==> config.mk <==
export PLATFORM = sky130hd
export DESIGN_NAME = thermal_status_reg
export DESIGN_NICKNAME = d
export VERILOG_FILES = /design/src/rtl/thermal_pkg.sv /design/src/rtl/tsr_update_timer.sv /design/src/rtl/tsr_code_sampler.sv /design/src/rtl/tsr_change_flag.sv /design/src/rtl/thermal_status_reg.sv
export SDC_FILE = /design/constraint.sdc
export NUM_CORES = 1
export LEC_CHECK = 0
export ABC_AREA = 1
export BUFFER_PORTS_ARGS = -buffer_cell sky130_fd_sc_hd__clkbuf_2
export CAP_MARGIN = 20
export CORE_ASPECT_RATIO = 1.5
export CORE_UTILIZATION = 35
export DETAILED_ROUTE_END_ITERATION = 8
export RECOVER_POWER = 100
export SYNTH_ARGS = -nofsm -noshare
export SYNTH_HDL_FRONTEND = slang
export SYNTH_SLANG_ARGS = --single-unit
==> constraint.sdc <==
create_clock -name clk -period 3.5 [get_ports clk]
set_clock_uncertainty 0.05 [all_clocks]
set_input_delay 0.7 -clock clk [delete_from_list [all_inputs] [get_ports clk]]
set_output_delay 0.7 -clock clk [all_outputs]
set_load 0.005 [all_outputs]
==> src/rtl/thermal_pkg.sv <==
// Package: shared widths, bit positions and the refresh-rate code type
// for the thermal status register.
// Assumes: a 3-bit code field in the low bits and the flag in the top bit.
package thermal_pkg;

    localparam int CODE_W   = 3;
    localparam int REG_W    = 8;
    localparam int FLAG_BIT = REG_W - 1;
    localparam int PAD_W    = REG_W - CODE_W - 1;

    typedef enum logic [CODE_W-1:0] {
        TC_TOO_COLD    = 3'b000,
        TC_REFRESH_X4  = 3'b001,
        TC_REFRESH_X2  = 3'b010,
        TC_REFRESH_X1  = 3'b011,
        TC_RESERVED    = 3'b100,
        TC_QUARTER     = 3'b101,
        TC_QUARTER_DRT = 3'b110,
        TC_TOO_HOT     = 3'b111
    } therm_code_e;

    // Assemble the visible register word from flag and code.
    function automatic logic [REG_W-1:0] pack_word(input logic flag,
                                                   input therm_code_e code);
        return {flag, {PAD_W{1'b0}}, code};
    endfunction

endpackage

==> src/rtl/tsr_update_timer.sv <==
// Module: tsr_update_timer
// Issues a one-cycle update pulse on every UPDATE_CYCLES-th clock after
// reset release.
// Assumes: UPDATE_CYCLES >= 2; reset is synchronous and active low.
module tsr_update_timer #(
    parameter int UPDATE_CYCLES = 3_200_000
) (
    input  logic clk,
    input  logic rst_n,
    output logic tick
);

    localparam int CNT_W = (UPDATE_CYCLES > 2) ? $clog2(UPDATE_CYCLES) : 1;
    localparam logic [CNT_W-1:0] LAST = CNT_W'(UPDATE_CYCLES - 1);

    logic [CNT_W-1:0] cnt_q;

    // Count cycles within the period, wrapping on the final one.
    always_ff @(posedge clk) begin
        if (!rst_n)          cnt_q <= '0;
        else if (cnt_q == LAST) cnt_q <= '0;
        else                 cnt_q <= cnt_q + 1'b1;
    end

    assign tick = (cnt_q == LAST);

    // update points are isolated pulses, never back to back.
    a_r3_tick_isolated: assert property (@(posedge clk) disable iff (!rst_n)
        tick |=> !tick);

endmodule

==> src/rtl/tsr_code_sampler.sv <==
// Module: tsr_code_sampler
// Holds the refresh-rate code. Loads the sensor value only on an update
// pulse and reports whether that load changes the held value.
// Assumes: sensor_code is already synchronous to clk.
module tsr_code_sampler
    import thermal_pkg::*;
#(
    parameter logic [CODE_W-1:0] RESET_CODE = 3'b011
) (
    input  logic              clk,
    input  logic              rst_n,
    input  logic              tick,
    input  logic [CODE_W-1:0] sensor_code,
    output therm_code_e       code_q,
    output logic              code_chg
);

    // Capture the sensor code at update points only.
    always_ff @(posedge clk) begin
        if (!rst_n)    code_q <= therm_code_e'(RESET_CODE);
        else if (tick) code_q <= therm_code_e'(sensor_code);
    end

    assign code_chg = tick && (sensor_code != code_q);

    // the held code only moves on an update point.
    a_r3_hold_between: assert property (@(posedge clk) disable iff (!rst_n)
        !tick |=> $stable(code_q));

endmodule

==> src/rtl/tsr_change_flag.sv <==
// Module: tsr_change_flag
// Sticky change indicator. It is set by a code change, cleared by a read,
// and the change wins when both happen in one cycle.
// Assumes: code_chg and rd_stb are single-cycle qualified events.
module tsr_change_flag (
    input  logic clk,
    input  logic rst_n,
    input  logic code_chg,
    input  logic rd_stb,
    output logic flag_q
);

    // Set on change, clear on read, otherwise hold.
    always_ff @(posedge clk) begin
        if (!rst_n)        flag_q <= 1'b0;
        else if (code_chg) flag_q <= 1'b1;
        else if (rd_stb)   flag_q <= 1'b0;
    end

    // a change always leaves the flag set, even under a read.
    a_r4_change_sets: assert property (@(posedge clk) disable iff (!rst_n)
        code_chg |=> flag_q);

    // without a read the flag never falls.
    a_r5_sticky: assert property (@(posedge clk) disable iff (!rst_n)
        (flag_q && !rd_stb) |=> flag_q);

    // a read with no coincident change clears the flag.
    a_r6_read_clears: assert property (@(posedge clk) disable iff (!rst_n)
        (rd_stb && !code_chg) |=> !flag_q);

    // the flag only rises because of a change.
    a_r4_rise_needs_change: assert property (@(posedge clk) disable iff (!rst_n)
        (!flag_q && !code_chg) |=> !flag_q);

endmodule

==> src/rtl/thermal_status_reg.sv <==
// Module: thermal_status_reg (top)
// Device-side temperature status register: a periodically sampled
// refresh-rate code plus a sticky changed-since-read flag.
// Assumes: synchronous active-low reset, with UPDATE_CYCLES in clk cycles.
module thermal_status_reg
    import thermal_pkg::*;
#(
    parameter int                UPDATE_CYCLES = 3_200_000,
    parameter logic [CODE_W-1:0] RESET_CODE    = 3'b011
) (
    input  logic              clk,
    input  logic              rst_n,
    input  logic [CODE_W-1:0] sensor_code,
    input  logic              rd_stb,
    output logic [REG_W-1:0]  rd_data
);

    logic        tick;
    logic        code_chg;
    logic        flag_q;
    therm_code_e code_q;

    tsr_update_timer #(.UPDATE_CYCLES(UPDATE_CYCLES)) u_timer (
        .clk   (clk),
        .rst_n (rst_n),
        .tick  (tick)
    );

    tsr_code_sampler #(.RESET_CODE(RESET_CODE)) u_sampler (
        .clk         (clk),
        .rst_n       (rst_n),
        .tick        (tick),
        .sensor_code (sensor_code),
        .code_q      (code_q),
        .code_chg    (code_chg)
    );

    tsr_change_flag u_flag (
        .clk      (clk),
        .rst_n    (rst_n),
        .code_chg (code_chg),
        .rd_stb   (rd_stb),
        .flag_q   (flag_q)
    );

    // Present the register word directly from the state registers.
    always_comb rd_data = pack_word(flag_q, code_q);

    // the top bit tracks the flag across a read cycle without a change.
    a_r2_flag_visible: assert property (@(posedge clk) disable iff (!rst_n)
        (rd_stb && !tick) |=> (rd_data[FLAG_BIT] == 1'b0));

endmodule

# After elaboration in Yosys (flattened, before gate mapping)
# Cells that the tools add are included.
# classes
n_addsub	1
multipliers	0
n_div	0
order_cmp	0
n_eq_ne	2
n_shift	0
n_mux	2
bitwise	1
reduce_logical	3
# ops
cell	count
$add A22 B1 Y22 const B	1
$eq A22 B22 Y1 const B	1
$ne A3 B3 Y1	1
$mux W1	2
$reduce_bool A2 Y1	1
$reduce_or A2 Y1	1
$logic_and A1 B1 Y1	1
$not A1 Y1	1
# totals
register_bits	26
latchBits	0
ram_bits	0
romBits	0
in_bits	6
output_inout_bits	8
mem_count	0

# Longest topological paths before layout
# depth
word_depth	3
mapped_depth	11

# By module
# A second synthesis with hierarchy kept.
# unflattened
cells_unflattened	211
area_unflattened_um2	1406.3
# modules_own_cells
mod	n_inst	cells_per_inst	area_per_inst_um2	seq_area_each_um2
tsr_update_timer	1	173	1163.6	440.4
tsr_code_sampler	1	26	157.7	60.1
tsr_change_flag	1	6	43.8	20.0
thermal_status_reg	1	6	41.3	0.0

# Worst setup path before layout
# OpenSTA, ideal clock, no wires.
# synth_timing
kind	reg2reg
start	reg u_timer.cnt_q[0]
end	reg u_timer.cnt_q[15]
setup_ns	0.109
t_arrival_ns	1.266
required_ns	3.341
path_slack_ns	2.075
stages_incl_launch_ff	12
n_path_buf	1
synth_period_minus_slack_ns	1.425
path_cell_list	dfxtp_1 > ha_1 > nand2_2 > nor2_4 > nand2_4 > nor2_4 > nand2_2 > nand2_2 > buf_6 > inv_2 > nand2_1 > inv_1
# synth_between
elab_chain_len	2
# synth_lines
element	line_no	source
start, declared	tsr_update_timer.sv:16	logic [CNT_W-1:0] cnt_q;
start signal, assigned	tsr_update_timer.sv:22	else cnt_q <= cnt_q + 1'b1;
branches (longest 2 deep; another with $add A22 B1 Y22)	n/a	
# Parallel ways; which one is timed is not known.
# A chain may end at the register's enable or synchronous reset.

# Worst setup path in the final report
# layout_timing
start	reg u_timer.cnt_q[0]
end	reg u_timer.cnt_q[16]
# The elaborated chain is that of the path after synthesis.

==> results.json <==
{
  "drc": 0,
  "die_w_um": 55.1,
  "die_y_um": 81.6,
  "cts_tree": "yes",
  "firstDrtPassIters": 4,
  "period_share_pct": 63.5,
  "setup_ws_ns": 1.28,
  "worstPathArrival_ns": 2.35,
  "synth.distinct_cells": 23,
  "final_antenna_net_count": 0,
  "power_density_nw_per_um2": 358,
  "htree_num_levels": 1,
  "mostFrequentLayoutCells": "nand2_1, nor2_1, inv_1",
  "dp_cells": 279,
  "slowest_delay_ns": 0.52,
  "holdWs_ns": 0.406,
  "final.min_clock_period_ns": 2.22,
  "cts_hold_buf": 0,
  "synth_simple_gate_area_share_pct": 41.8,
  "coreArea_sq_um": 3990,
  "synth_area_sq_um": 1480,
  "synthXorXnorAreaFrac_pct": 6.51,
  "routed_wl_mm": 3.12,
  "drt-initial-drc-count": 31,
  "path_clk_slew_ns": 0.09,
  "critPathRequiredTime_ns": 3.63,
  "synth_cells": 229,
  "hold_viol_final": 0,
  "maxCapViolCount": 0,
  "p_total_mw": 0.567,
  "finalMaxSlewViolations": 0,
  "fin_nets": 246,
  "final_util_pct": 39.7,
  "muxShareOfSynthArea_pct": 0,
  "worst_pin_slew_ns": 0.696,
  "clk_latency_ns": 0.27,
  "antenna_found_initial": 0,
  "slowest_stage": "nand2_1",
  "irDropWorstVdd_mv": 0.246,
  "cp_cell_sequence": "ha_1 > nand2_2 > nor2_1 > nand2_4 > nor2_1 > nand2_2 > nand2_1 > inv_1 > nand2_1 > inv_1",
  "routabilityCongestion": 0.881,
  "cts_sinks": 26,
  "crit_type": "reg2reg",
  "post_cts_buffers": 0,
  "finalSetupViolCount": 0,
  "detail_route.wl_per_cell_um": 11.0,
  "synth_seq_cells": 26,
  "pre_cts_slack_ns": 1.80,
  "drive_gt1_share_pct": 7.56,
  "synth_area_per_cell_sq_um": 6.46,
  "root_buffer": "clkbuf_8",
  "finalNonFillerCells": 283,
  "portBuffers": 9,
  "track_usage_pct": 15.2,
  "rows": 28,
  "grt_max_degree": 21,
  "reg2reg_depth": 10,
  "ys_seq_area_share_pct": 35.2,
  "start_util_pct": 37.1,
  "endpoint_kind": "flop",
  "hp-class": "reg2reg",
  "tns_ns": 0,
  "synth_top_family_by_area": "simple AND/OR/NAND/NOR gates",
  "synthAdderAreaFrac_pct": 0.845,
  "dp_hpwl_mm": 2.47,
  "grt_pass1_wl_mm": 4.90,
  "start_kind": "flop",
  "hold_depth": 1,
  "fin_area_sq_um": 1590,
  "cts_max_path_buffers": 2,
  "final_common_cell": "nand2_1",
  "synth-compound-area-share_pct": 3.21,
  "antenna_cells": 0,
  "vias_per_cell": 4.60,
  "crit_fanout": 20,
  "cts-resized-gates": 0,
  "first_global_vias": 1197,
  "fmax_ghz": 0.450,
  "status": "completed",
  "grt-ovfl-total": 0,
  "dpl-instance-area_sq_um": 1540,
  "grt_setup_unrepaired": "no",
  "cts_buffers": 3,
  "slew_headroom_pct": 53.5,
  "power.leakage_nw": 0.652,
  "fp.dieArea_sq_um": 4500,
  "fill_cells": 471,
  "vias": 1301,
  "io_pins": 14,
  "ys_warn_count": 0,
  "area_growth_pct": 7.10
}
[final timing paths]
kind                          from           endpoint  slack, ns
setup / recovery  u_timer.cnt_q[0]  u_timer.cnt_q[16]       1.28
hold / removal    u_timer.cnt_q[0]   u_timer.cnt_q[0]       0.41
setup reg to reg  u_timer.cnt_q[0]  u_timer.cnt_q[16]       1.28
hold reg to reg   u_timer.cnt_q[0]   u_timer.cnt_q[0]       0.41
[flip-flops by register name (all words and copies together) (netlist names)]
register,count
u_timer.cnt_q,22
u_flag.flag_q,1
u_sampler.code_q,3
[layer usage]
layer  track usage, %  vias up  part of all wire [%]
met1             14.8      557                    41
li1                 -      705                     -
met2             29.0       29                    53
met3             1.85       10                   2.6
met4             8.25        0                   3.7
met5                0        -                     0
[final cells by class]
type / count / area (sq um) / area share, %
multi-input combinational: 166 / 773 / 48.8
sequential: 26 / 520 / 32.8
inverter: 33 / 124 / 7.81
tap: 45 / 56.3 / 3.55
clock buffer: 3 / 41.3 / 2.60
timing repair buffer: 9 / 40.0 / 2.53
clock inverter: 1 / 30.0 / 1.89
[where the power goes]
part | switching (mW) | internal [mW] | leakage [nW]
logic | 0.0113 | 0.00685 | 0.406
registers | 0.00220 | 0.298 | 0.210
clock network | 0.0949 | 0.153 | 0.0357
[synthesized netlist by cell type]
cell	n	share of area (%)
or2_2	1	0.42
nand4_1	4	1.7
o21ai_0	3	1.0
a21oi_1	5	1.7
nand2_2	5	2.1
nor3_1	1	0.34
buf_4	6	3.0
nand2_4	1	0.76
dfxtp_1	26	35
a21boi_0	1	0.51
buf_6	1	0.76
conb_1	1	0.25
nor2_1	48	12
nor2_4	3	2.3
nor2_2	1	0.42
xnor2_1	5	3.0
nand2_1	54	14
nand3b_1	1	0.51
inv_1	31	7.9
xor2_1	6	3.6
ha_1	1	0.85
inv_2	2	0.51
nand3_1	22	7.4
[critical path, delay by kind of cell (launching register included)]
kind          cells  cell delay (ns)
simple gates      7             1.31
fa+ha+maj         1             0.22
flops             1             0.36
buf+inv           2             0.17
[logic make-up (layout without fill, tap and decap cells)]
| kind of cell | Yosys count | after routing |
|---|---|---|
| flops | 26 | 26 |
| simple gates | 141 | 141 |
| xor+xnor | 11 | 11 |
| buf+inv | 40 | 46 |
| other cells | 1 | 4 |
| compound gates | 9 | 9 |
| fa+ha+maj | 1 | 1 |
(Power assumes the default switching activity.)
